## src/rtl/pinmux_pkg.sv

```systemverilog
package pinmux_pkg;
  localparam int NPAD      = 40;
  localparam int STRAP_W   = 4;
  localparam int NCFG      = 5;
  localparam int BYTE_W    = 8;
  localparam int SP_IN_W   = 5;
  localparam int SP_OUT_W  = 3;
  localparam int PP_CTL_W  = 6;
  localparam int PP_STAT_W = 6;
  localparam int ISA_CTL_W = 11;
  localparam int NIRQ      = 4;
  localparam int NSP       = 2;
  localparam int NPP       = 2;

  // pad bank bases
  localparam int BANK_S0 = 0;
  localparam int BANK_S1 = 8;
  localparam int BANK_D  = 16;
  localparam int BANK_C  = 24;
  localparam int BANK_X  = 33;

  // strap pad positions, strap bit 3 down to 0
  localparam int STRAP_PAD3 = BANK_X + 0;
  localparam int STRAP_PAD2 = BANK_X + 2;
  localparam int STRAP_PAD1 = BANK_X + 5;
  localparam int STRAP_PAD0 = BANK_X + 3;

  // parallel control fields
  localparam int CT_STB = 0, CT_ALF = 1, CT_INIT = 2, CT_SELIN = 3, CT_DIR = 4, CT_HOST = 5;
  // parallel status fields
  localparam int ST_ACK = 0, ST_BUSY = 1, ST_PEND = 2, ST_SEL = 3, ST_FAULT = 4, ST_PERI = 5;
  // isa control fields
  localparam int IC_ADDR = 0, IC_CS = 3, IC_IOR = 7, IC_IOW = 8, IC_RST = 9, IC_A10 = 10;

  typedef enum logic [2:0] {
    CFG_1S    = 3'd0,
    CFG_2S1P  = 3'd1,
    CFG_2SISA = 3'd2,
    CFG_1P    = 3'd3,
    CFG_2P    = 3'd4
  } cfg_e;

  localparam logic [STRAP_W-1:0] CODE_1S    = 4'b0100;
  localparam logic [STRAP_W-1:0] CODE_2S1P  = 4'b0110;
  localparam logic [STRAP_W-1:0] CODE_2SISA = 4'b0101;
  localparam logic [STRAP_W-1:0] CODE_1P    = 4'b0011;
  localparam logic [STRAP_W-1:0] CODE_2P    = 4'b0010;
endpackage

```

## src/rtl/pm_rst_sync.sv

```systemverilog
module pm_rst_sync #(
  parameter int STAGES = 2
) (
  input  logic clk,
  input  logic arst_n,
  output logic srst_n
);
  logic [STAGES-1:0] sync_q;
  logic [STAGES-1:0] sync_d;

  always_comb sync_d = (sync_q << 1) | {{(STAGES-1){1'b0}}, 1'b1};

  always_ff @(posedge clk or negedge arst_n) begin
    if (!arst_n) sync_q <= '0;
    else         sync_q <= sync_d;
  end

  assign srst_n = sync_q[STAGES-1];
endmodule

```

## src/rtl/pm_strap_latch.sv

```systemverilog
module pm_strap_latch
  import pinmux_pkg::*;
(
  input  logic               clk,
  input  logic               rst_n,
  input  logic [STRAP_W-1:0] strap_i,
  output logic [NCFG-1:0]    cfg_onehot,
  output logic               cfg_bad
);
  logic               taken_q, taken_d;
  logic [STRAP_W-1:0] strap_q, strap_d;
  cfg_e               cfg;
  logic               illegal;

  // next state: load once, then hold
  always_comb begin
    taken_d = taken_q;
    strap_d = strap_q;
    if (!taken_q) begin
      taken_d = 1'b1;
      strap_d = strap_i;
    end
  end

  always_ff @(posedge clk or negedge rst_n) begin
    if (!rst_n) begin
      taken_q <= 1'b0;
      strap_q <= '0;
    end else begin
      taken_q <= taken_d;
      strap_q <= strap_d;
    end
  end

  always_comb begin
    illegal = 1'b0;
    unique case (strap_q)
      CODE_1S:    cfg = CFG_1S;
      CODE_2S1P:  cfg = CFG_2S1P;
      CODE_2SISA: cfg = CFG_2SISA;
      CODE_1P:    cfg = CFG_1P;
      CODE_2P:    cfg = CFG_2P;
      default: begin
        cfg     = CFG_2S1P;
        illegal = 1'b1;
      end
    endcase
  end

  always_comb begin
    cfg_onehot = '0;
    if (taken_q) begin
      cfg_onehot[0] = (cfg == CFG_1S);
      cfg_onehot[1] = (cfg == CFG_2S1P);
      cfg_onehot[2] = (cfg == CFG_2SISA);
      cfg_onehot[3] = (cfg == CFG_1P);
      cfg_onehot[4] = (cfg == CFG_2P);
    end
  end

  assign cfg_bad = taken_q & illegal;


  cfg_onehot_chk: assert property (@(posedge clk) disable iff (!rst_n)
    (cfg_onehot != '0) |-> ($countones(cfg_onehot) == 1));

  cfg_hold_chk: assert property (@(posedge clk) disable iff (!rst_n)
    (cfg_onehot != '0) |=> $stable(cfg_onehot) && $stable(cfg_bad));

  bad_fallback_chk: assert property (@(posedge clk) disable iff (!rst_n)
    cfg_bad |-> cfg_onehot[CFG_2S1P]);
endmodule

```

## src/rtl/pm_pad_route.sv

```systemverilog
module pm_pad_route
  import pinmux_pkg::*;
(
  input  logic                               clk,
  input  logic                               rst_n,
  input  logic [NCFG-1:0]                    cfg_onehot,
  input  logic [NPAD-1:0]                    pad_i,
  output logic [NPAD-1:0]                    pad_o,
  output logic [NPAD-1:0]                    pad_oe,
  input  logic [NSP-1:0][SP_OUT_W-1:0]       ser_out,
  output logic [NSP-1:0][SP_IN_W-1:0]        ser_in,
  input  logic [NPP-1:0][BYTE_W-1:0]         par_dout,
  input  logic [NPP-1:0]                     par_doe,
  output logic [NPP-1:0][BYTE_W-1:0]         par_din,
  input  logic [NPP-1:0][PP_CTL_W-1:0]       par_ctl,
  output logic [NPP-1:0][PP_STAT_W-1:0]      par_stat,
  input  logic [BYTE_W-1:0]                  isa_dout,
  input  logic                               isa_doe,
  output logic [BYTE_W-1:0]                  isa_din,
  input  logic [ISA_CTL_W-1:0]               isa_ctl,
  output logic [NIRQ-1:0]                    isa_irq
);
  logic fn_sp0, fn_sp1, fn_pp0, fn_pp1, fn_isa;
  logic unused_pads;

  assign fn_sp0 = cfg_onehot[CFG_1S] | cfg_onehot[CFG_2S1P] | cfg_onehot[CFG_2SISA];
  assign fn_sp1 = cfg_onehot[CFG_2S1P] | cfg_onehot[CFG_2SISA];
  assign fn_pp0 = cfg_onehot[CFG_2S1P] | cfg_onehot[CFG_1P] | cfg_onehot[CFG_2P];
  assign fn_pp1 = cfg_onehot[CFG_2P];
  assign fn_isa = cfg_onehot[CFG_2SISA];

  // pads that are outputs in every role they take
  assign unused_pads = ^{pad_i[BANK_S1+5 +: 3], pad_i[BANK_C+5 +: 4],
                         pad_i[BANK_X], pad_i[BANK_X+2], pad_i[BANK_X+3], pad_i[BANK_X+5]};

  always_comb begin
    pad_o    = '0;
    pad_oe   = '0;
    ser_in   = '0;
    par_din  = '0;
    par_stat = '0;
    isa_din  = '0;
    isa_irq  = '0;

    // bank S0: serial port 0, or data of parallel port 1
    if (fn_sp0) begin
      ser_in[0]                               = pad_i[BANK_S0 +: SP_IN_W];
      pad_o[BANK_S0+SP_IN_W +: SP_OUT_W]      = ser_out[0];
      pad_oe[BANK_S0+SP_IN_W +: SP_OUT_W]     = '1;
    end else if (fn_pp1) begin
      par_din[1]                    = pad_i[BANK_S0 +: BYTE_W];
      pad_o[BANK_S0 +: BYTE_W]      = par_dout[1];
      pad_oe[BANK_S0 +: BYTE_W]     = {BYTE_W{par_doe[1]}};
    end

    // bank S1: serial port 1, or handshake of parallel port 1
    if (fn_sp1) begin
      ser_in[1]                               = pad_i[BANK_S1 +: SP_IN_W];
      pad_o[BANK_S1+SP_IN_W +: SP_OUT_W]      = ser_out[1];
      pad_oe[BANK_S1+SP_IN_W +: SP_OUT_W]     = '1;
    end else if (fn_pp1) begin
      par_stat[1][ST_ACK]   = pad_i[BANK_S1+0];
      par_stat[1][ST_BUSY]  = pad_i[BANK_S1+1];
      par_stat[1][ST_FAULT] = pad_i[BANK_S1+2];
      par_stat[1][ST_PEND]  = pad_i[BANK_S1+3];
      pad_o[BANK_S1+4]      = par_ctl[1][CT_SELIN];
      pad_o[BANK_S1+5]      = par_ctl[1][CT_ALF];
      pad_o[BANK_S1+6]      = par_ctl[1][CT_INIT];
      pad_o[BANK_S1+7]      = par_ctl[1][CT_STB];
      pad_oe[BANK_S1+4 +: 4] = '1;
    end

    // data bank: parallel port 0 or ISA bus
    if (fn_pp0) begin
      par_din[0]               = pad_i[BANK_D +: BYTE_W];
      pad_o[BANK_D +: BYTE_W]  = par_dout[0];
      pad_oe[BANK_D +: BYTE_W] = {BYTE_W{par_doe[0]}};
    end else if (fn_isa) begin
      isa_din                  = pad_i[BANK_D +: BYTE_W];
      pad_o[BANK_D +: BYTE_W]  = isa_dout;
      pad_oe[BANK_D +: BYTE_W] = {BYTE_W{isa_doe}};
    end

    // control bank and first shared pads
    if (fn_pp0) begin
      par_stat[0][ST_BUSY]  = pad_i[BANK_C+0];
      par_stat[0][ST_ACK]   = pad_i[BANK_C+1];
      par_stat[0][ST_PEND]  = pad_i[BANK_C+2];
      par_stat[0][ST_SEL]   = pad_i[BANK_C+3];
      par_stat[0][ST_FAULT] = pad_i[BANK_C+4];
      pad_o[BANK_C+5]       = par_ctl[0][CT_SELIN];
      pad_o[BANK_C+6]       = par_ctl[0][CT_INIT];
      pad_o[BANK_C+7]       = par_ctl[0][CT_ALF];
      pad_o[BANK_C+8]       = par_ctl[0][CT_STB];
      pad_oe[BANK_C+5 +: 4] = '1;
      pad_o[BANK_X+0]       = par_ctl[0][CT_DIR];
      pad_oe[BANK_X+0]      = 1'b1;
      par_stat[0][ST_PERI]  = pad_i[BANK_X+1];
      pad_o[BANK_X+2]       = par_ctl[0][CT_HOST];
      pad_oe[BANK_X+2]      = 1'b1;
    end else if (fn_isa) begin
      isa_irq               = pad_i[BANK_C +: NIRQ];
      pad_o[BANK_C+4]       = isa_ctl[IC_CS+1];
      pad_o[BANK_C+5]       = isa_ctl[IC_A10];
      pad_o[BANK_C+6]       = isa_ctl[IC_RST];
      pad_o[BANK_C+7]       = isa_ctl[IC_IOW];
      pad_o[BANK_C+8]       = isa_ctl[IC_IOR];
      pad_oe[BANK_C+4 +: 5] = '1;
      pad_o[BANK_X +: 3]    = isa_ctl[IC_ADDR +: 3];
      pad_oe[BANK_X +: 3]   = '1;
      pad_o[BANK_X+3]       = isa_ctl[IC_CS+0];
      pad_o[BANK_X+5]       = isa_ctl[IC_CS+2];
      pad_o[BANK_X+6]       = isa_ctl[IC_CS+3];
      pad_oe[BANK_X+3]      = 1'b1;
      pad_oe[BANK_X+5]      = 1'b1;
      pad_oe[BANK_X+6]      = 1'b1;
    end

    // remaining shared pads: parallel port 1 sideband
    if (fn_pp1) begin
      pad_o[BANK_X+3]      = par_ctl[1][CT_DIR];
      pad_oe[BANK_X+3]     = 1'b1;
      par_stat[1][ST_PERI] = pad_i[BANK_X+4];
      pad_o[BANK_X+5]      = par_ctl[1][CT_HOST];
      pad_oe[BANK_X+5]     = 1'b1;
      par_stat[1][ST_SEL]  = pad_i[BANK_X+6];
    end
  end


  no_drive_before_cfg_chk: assert property (@(posedge clk) disable iff (!rst_n)
    (cfg_onehot == '0) |-> (pad_oe == '0));

  single_serial_quiet_chk: assert property (@(posedge clk) disable iff (!rst_n)
    cfg_onehot[CFG_1S] |-> (pad_oe[NPAD-1:BANK_S1] == '0));

  dual_par_no_serial_chk: assert property (@(posedge clk) disable iff (!rst_n)
    cfg_onehot[CFG_2P] |-> (ser_in == '0));

  isa_no_par0_chk: assert property (@(posedge clk) disable iff (!rst_n)
    cfg_onehot[CFG_2SISA] |-> (par_din[0] == '0 && par_stat[0] == '0));
endmodule

```

## src/rtl/strap_pinmux.sv

```systemverilog
module strap_pinmux
  import pinmux_pkg::*;
#(
  parameter int SYNC_STAGES = 2
) (
  input  logic                          clk,
  input  logic                          rst_n,
  input  logic [NPAD-1:0]               pad_i,
  output logic [NPAD-1:0]               pad_o,
  output logic [NPAD-1:0]               pad_oe,
  input  logic [NSP-1:0][SP_OUT_W-1:0]  ser_out,
  output logic [NSP-1:0][SP_IN_W-1:0]   ser_in,
  input  logic [NPP-1:0][BYTE_W-1:0]    par_dout,
  input  logic [NPP-1:0]                par_doe,
  output logic [NPP-1:0][BYTE_W-1:0]    par_din,
  input  logic [NPP-1:0][PP_CTL_W-1:0]  par_ctl,
  output logic [NPP-1:0][PP_STAT_W-1:0] par_stat,
  input  logic [BYTE_W-1:0]             isa_dout,
  input  logic                          isa_doe,
  output logic [BYTE_W-1:0]             isa_din,
  input  logic [ISA_CTL_W-1:0]          isa_ctl,
  output logic [NIRQ-1:0]               isa_irq,
  output logic [NCFG-1:0]               cfg_onehot,
  output logic                          cfg_bad
);
  logic               srst_n;
  logic [STRAP_W-1:0] strap_w;

  assign strap_w = {pad_i[STRAP_PAD3], pad_i[STRAP_PAD2], pad_i[STRAP_PAD1], pad_i[STRAP_PAD0]};

  pm_rst_sync #(.STAGES(SYNC_STAGES)) u_sync (
    .clk    (clk),
    .arst_n (rst_n),
    .srst_n (srst_n)
  );

  pm_strap_latch u_latch (
    .clk        (clk),
    .rst_n      (srst_n),
    .strap_i    (strap_w),
    .cfg_onehot (cfg_onehot),
    .cfg_bad    (cfg_bad)
  );

  pm_pad_route u_route (
    .clk        (clk),
    .rst_n      (srst_n),
    .cfg_onehot (cfg_onehot),
    .pad_i      (pad_i),
    .pad_o      (pad_o),
    .pad_oe     (pad_oe),
    .ser_out    (ser_out),
    .ser_in     (ser_in),
    .par_dout   (par_dout),
    .par_doe    (par_doe),
    .par_din    (par_din),
    .par_ctl    (par_ctl),
    .par_stat   (par_stat),
    .isa_dout   (isa_dout),
    .isa_doe    (isa_doe),
    .isa_din    (isa_din),
    .isa_ctl    (isa_ctl),
    .isa_irq    (isa_irq)
  );


  reset_quiet_chk: assert property (@(posedge clk)
    !rst_n |-> (pad_oe == '0));
endmodule

```

## config.mk

```make
export PLATFORM = sky130hd
export DESIGN_NAME = strap_pinmux
export DESIGN_NICKNAME = d
export VERILOG_FILES = /design/src/rtl/pinmux_pkg.sv /design/src/rtl/pm_rst_sync.sv /design/src/rtl/pm_strap_latch.sv /design/src/rtl/pm_pad_route.sv /design/src/rtl/strap_pinmux.sv
export SDC_FILE = /design/constraint.sdc
export NUM_CORES = 1
export LEC_CHECK = 0
export CAP_MARGIN = 20
export CORE_AREA = 8 8 84 86
export DETAILED_ROUTE_END_ITERATION = 12
export DIE_AREA = 0 0 92 94
export DONT_BUFFER_PORTS = 1
export PLACE_DENSITY_LB_ADDON = 0.2
export SLEW_MARGIN = 25
export SYNTH_ARGS = -nofsm -noshare
export SYNTH_HDL_FRONTEND = slang
export SYNTH_HIERARCHICAL = 1
export SYNTH_SLANG_ARGS = --single-unit
```

## constraint.sdc

```tcl
create_clock -name clk -period 2.4 [get_ports clk]
set_input_delay 0.12 -clock clk [delete_from_list [all_inputs] [get_ports clk]]
set_output_delay 0.12 -clock clk [all_outputs]
set_load 0.05 [all_outputs]
```

Yosys cells after proc, flatten, opt, wreduce, memory -nomap -nowiden
Cells that the tools add are included.
{"block": "word_totals", "register_bits": 7, "input_bits": 98, "wordCells": 75}
{"block": "op_classes", "n_eq_ne": 9, "mux": 55, "bitwise_logic": 6, "reduce_logical": 2}
{"cell": "$mux W8", "count": 11}
{"cell": "$mux W5", "count": 7}
{"cell": "$mux W1", "count": 19}
{"cell": "$mux W3", "count": 6}
{"cell": "$mux W9", "count": 2}
{"cell": "$mux W4", "count": 4}
{"cell": "$eq A4 B3 Y1 const B", "count": 3}
{"cell": "$pmux W3 S4", "count": 1}
{"cell": "$eq A4 B2 Y1 const B", "count": 2}
{"cell": "$mux W2", "count": 4}
{"cell": "$eq A3 B2 Y1 const B", "count": 2}
{"cell": "$mux W6", "count": 1}
{"cell": "$or A1 B1 Y1", "count": 5}
{"cell": "$reduce_or A5 Y1", "count": 1}
{"cell": "$eq A3 B1 Y1 const B", "count": 1}
{"cell": "$eq A3 B3 Y1 const B", "count": 1}
{"cell": "$logic_not A3 Y1", "count": 1}
{"cell": "$and A1 B1 Y1", "count": 1}

Depth between registers and ports, before layout
{"block": "logic_depth", "depth_word": 8, "ltp_mapped": 9, "mapped_depth_nobuf": 4}

Hierarchy
The synthesis kept the hierarchy.
{"module": "pm_pad_route", "instances": 1, "cells_per_inst": 200, "area_each_um2": 1288.7, "seq_area_each_um2": 0.0}
{"module": "pm_strap_latch", "instances": 1, "cells_per_inst": 21, "area_each_um2": 276.5, "seq_area_each_um2": 125.1}
{"module": "pm_rst_sync", "instances": 1, "cells_per_inst": 3, "area_each_um2": 53.8, "seq_area_each_um2": 50.0}

Worst setup path after synthesis
No wires, ideal clock.
{"block": "synth_timing", "path_kind": "flip-flop to output port", "from": "register u_latch.taken_q", "to": "output port pad_oe[17]", "arrival_time_ps": 3044, "required_time_ps": 2280, "setup_slack_ps": -764, "path_stages_with_launch": 9, "path_buffers": 4, "cell_sequence": "dfrtp_1 > buf_4 > nor2b_4 > and4b_1 > buf_2 > clkbuf_1 > nand2_1 > o21ai_1 > buf_4"}
{"block": "synth_between", "word_cells_on_any_way": 5, "cone_classes": "mux: 3; bitwise: 2"}
{"item": "from (decl)", "line": "pm_strap_latch.sv:10", "text": "logic taken_q, taken_d;"}
{"item": "from (signal assigned)", "line": "pm_strap_latch.sv:30", "text": "taken_q <= taken_d;"}
{"item": "$mux W5", "line": "pm_strap_latch.sv:52", "text": "if (taken_q) begin"}
{"item": "named net cfg_onehot[2]", "line": "strap_pinmux.sv:23", "text": "output logic [NCFG-1:0] cfg_onehot,"}
{"item": "$mux W8", "line": "pm_pad_route.sv:78", "text": "end else if (fn_isa) begin"}
{"item": "$mux W8", "line": "pm_pad_route.sv:74", "text": "if (fn_pp0) begin"}
{"item": "to (decl)", "line": "strap_pinmux.sv:10", "text": "output logic [NPAD-1:0] pad_oe,"}
The timed path passes the listed nets, and every way through them passes these cells.

Final worst setup path
{"block": "layout_timing", "from": "register u_latch.strap_q[3]", "to": "output port pad_oe[16]"}
{"block": "layout_between", "elab_chain_len": 7, "word_cells_on_any_way": 14, "cone_classes": "eq/ne: 8; mux: 4; bitwise: 2"}
{"item": "from (decl)", "line": "pm_strap_latch.sv:11", "text": "logic [STRAP_W-1:0] strap_q, strap_d;"}
{"item": "from (signal assigned)", "line": "pm_strap_latch.sv:31", "text": "strap_q <= strap_d;"}
{"item": "$eq A4 B2 Y1 or $eq A4 B3 Y1 (tied branches)", "line": "pm_strap_latch.sv:37", "text": "unique case (strap_q)"}
{"item": "$pmux W3 S4 (*)", "line": "pm_strap_latch.sv:37"}
{"item": "$eq A3 B1 Y1 or $eq A3 B2 Y1 (tied branches)", "line": "pm_strap_latch.sv:54, pm_strap_latch.sv:56"}
{"item": "$mux W5 (*)", "line": "pm_strap_latch.sv:52"}
{"item": "$or A1 B1 Y1 (2 in series)", "line": "pm_pad_route.sv:28", "text": "assign fn_pp0 = cfg_onehot[CFG_2S1P] | cfg_onehot[CFG_1P] | cfg_onehot[CFG_2P];"}
{"item": "$mux W8 (*)", "line": "pm_pad_route.sv:74"}
Mark *: on every way between the ends. The rest lies on a longest branch, timed or not.

==> metrics.cfg <==
[outcome]
status = complete, no violations

[critical_path]
required_ns = 2.28
critPathBufInv = 2
worstSetupEndpointType = primary output
cp_top_family = simple AND/OR/NAND/NOR gates
cp_max_fo = 19
worstSetupPathType = reg -> out
max_stage_delay_ns = 0.43
r2r_end = u_latch/strap_q[1]
ff2ff_setup_slack_ns = 1.47
cp.arrival_ns = 2.12
r2r-start = u_latch/taken_q
r2r_cells = 2
start_kind = flop
crit_slowest_cell = dfrtp_1
crit_chain = nor2b_4, and4b_4, buf_4, nand2_1, o21ai_4, buf_12

[detailed_routing]
first_pass_iters = 4
vias_per_cell = 4.76
vias = 1677
drt_iter0_drc = 39
ant_nets = 0
routed_wl_um = 6910
drc = 0
wire_per_inst_um = 19.6

[flow_run]
drv_cap = 0

[cells_and_area]
multi_input_area_sq_um = 1150
diodes = 0
fin_util_pct = 48.6
syn2layout_area_growth_pct = 72.6
drive_gt1_share_pct = 44.0
nets = 376
n_fill_cell = 533
seq_area_sq_um = 175

[sta]
slew_headroom_pct = 63.7
slew_viol_final = 0
period_needed_ns = 2.24
hold_viol = 0
rsz0062_at_grt = no
tns_ns = 0
worst_pin_slew_ns = 0.547
clock_skew_ns = 0.000762
finalSetupViolCount = 0
fmax_mhz = 447
period_share_pct = 93.3

[clock_network]
cts_num_sinks = 7
clk_latency_ns = 0.22
cts_tree = done
htree_num_levels = 1
root_buffer = clkbuf_8
clockBufferDepth = 2
cts-buffers-inserted = 3
post_cts_buffers = 0
path_clk_slew_ns = 0.04

[synth]
ys_warn_count = 6
syn_inst = 224
syn_area_sq_um = 1620
synthArstFlopShare_pct = 100
synth_area_per_cell_sq_um = 7.23
synthFlopType = dfrtp_1
ys_ff_latch = 7
synth.distinct_cells = 33
yosysSeqAreaShare_pct = 10.8
synth_edf_count = 0

[global_route]
grt_pass1_wl_um = 9880
grt_usage_pct = 13.8
grt_max_degree = 30
antenna_found_initial = 0
grt_pass1_vias = 1743
grt_overflow_total = 0

[power]
p_comb_share_pct = 77.9
ir_worst_vdd_mv = 0.347
power_frac_seq_pct = 10.5
p_per_area_nw_per_um2 = 486
swShare_pct = 58.3
p_clk_share_pct = 11.6
p_leak_nw = 1.23
power.net_switching_mw = 0.792
p_int_mw = 0.566

[floorplanning]
dieArea_sq_um = 8650
die_x_um = 92
io_pins = 234
coreArea_sq_um = 5750
rows = 28
initial_core_util_pct = 28.2
die_h_um = 94

[min_path]
min_path_cells = 1
hold_path.startpoint = pad_i[36]
min_path_type = in -> reg
hold_end = u_latch/strap_q[0]

[placed_design]
io_buffers = 0
dp_hpwl_um = 5730
gp_congestion = 0.774

[cells in the final DEF (no fill, tap or decap), drive strengths merged]
cell and count:
or3 5, nor2 2, a22o 2, and4b 2, and3 6, nand2 21
o21ai 24, a21o 1, mux2 4, buf 90, or4 1, nor2b 3
o21a 1, conb 20, clkbuf 4, and2 56, o31a 1, nor4b 2
and4bb 2, dlygate4sd3 1, nor3b 1, o31ai 18, xnor2 1, or2 2
dfrtp 7
[Yosys cell counts, drive strengths merged (2+ instances only)]
library cell	count	area (sq um)
a22o	2	17.5
and2	56	363
and3	6	37.5
and4b	2	21.3
and4bb	2	25.0
buf	54	395
clkbuf	7	28.8
conb	3	11.3
dfrtp	7	175
mux2	4	45.0
nand2	21	78.8
nor2	2	7.51
nor2b	3	26.3
nor4b	2	47.6
o21ai	24	120
o31ai	18	135
or2	2	12.5
or3	3	23.8
[power by group through the flow]
stage	Sequential (mW)	Combinational (mW)	Clock, mW
2_1_floorplan	0.140	0.824	0
3_3_place_gp	0.142	1.04	0
3_5_place_dp	0.143	1.05	0
4_1_cts	0.142	1.05	0.164
5_1_grt	0.145	1.10	0.173
6_report	0.142	1.06	0.158
[per-layer routing]
metal / part of all wire [%] / up-vias / global-route usage, % / routed length, um
met2: 54 / 109 / 25.8 / 3710
met1: 34 / 774 / 13.8 / 2330
met3: 13 / 0 / 6.71 / 867
met5: 0 / - / 0 / 0
li1: - / 794 / - / -
met4: 0 / 0 / 2.15 / 0
[flip-flops by register name, summed over array words and instances, names as in the netlist]
name	cells
u_latch/strap_q	4
u_sync/sync_q	2
u_latch/taken_q	1
[how the worst max path moves through the flow]
stage,from,end,slack (ns),cells after the start
2_1_floorplan,u_latch/taken_q,pad_o[23],-0.05,8
5_1_grt,u_latch/strap_q[3],pad_oe[23],0.04,6
3_5_place_dp,u_latch/strap_q[1],pad_oe[16],0.24,5
4_1_cts,u_latch/strap_q[1],pad_oe[16],0.04,5
3_3_place_gp,u_latch/strap_q[1],pad_oe[19],0.28,5
6_report,u_latch/strap_q[3],pad_oe[16],0.16,6
[per-stage QoR]
| stage | area [sq um] | setup slack (ns) | power [mW] | std cells | hold slack, ns |
|---|---|---|---|---|---|
| final | 2800 | 0.161 | 1.36 | 352 | 0.0504 |
| after floorplan | 1730 | -0.0484 | 0.963 | 241 | -0.176 |
| after global routing | 2800 | 0.0364 | 1.42 | 352 | 0.0393 |
| after global placement | 2710 | 0.280 | 1.18 | 345 | -0.176 |
| after detailed placement | 2710 | 0.237 | 1.19 | 345 | -0.175 |
| after CTS | 2770 | 0.0385 | 1.36 | 350 | 0.0438 |
[layout make-up]
type                            instances  area share [%]
Clock buffer                            4            1.61
Multi-Input combinational cell        175            41.1
Sequential cell                         7            6.27
Tap cell                               75            3.36
Timing Repair Buffer                   91            47.6
[cell families (layout without fill, tap and decap cells)]
kind of cell,count (synthesis),count (layout),synth area share (%)
buffers and inverters,61,95,26.2
AND/OR/NAND/NOR,101,103,40.6
AO/OA/AOI/OAI,47,47,18.3
other,3,20,0.695
XOR/XNOR,1,1,0.541
flip-flops,7,7,10.8
multiplexers,4,4,2.78
[what timing repair did]
item | CTS | global route
resized for setup | 0 | 3
pin swaps | 1 | 1
hold endpoints to repair | 2 | 0
hold buffers | 1 | 0
endpoints found under the setup margin | 8 | 11
gates cloned | 0 | 2
No activity file was read; power rests on OpenSTA's default activity.
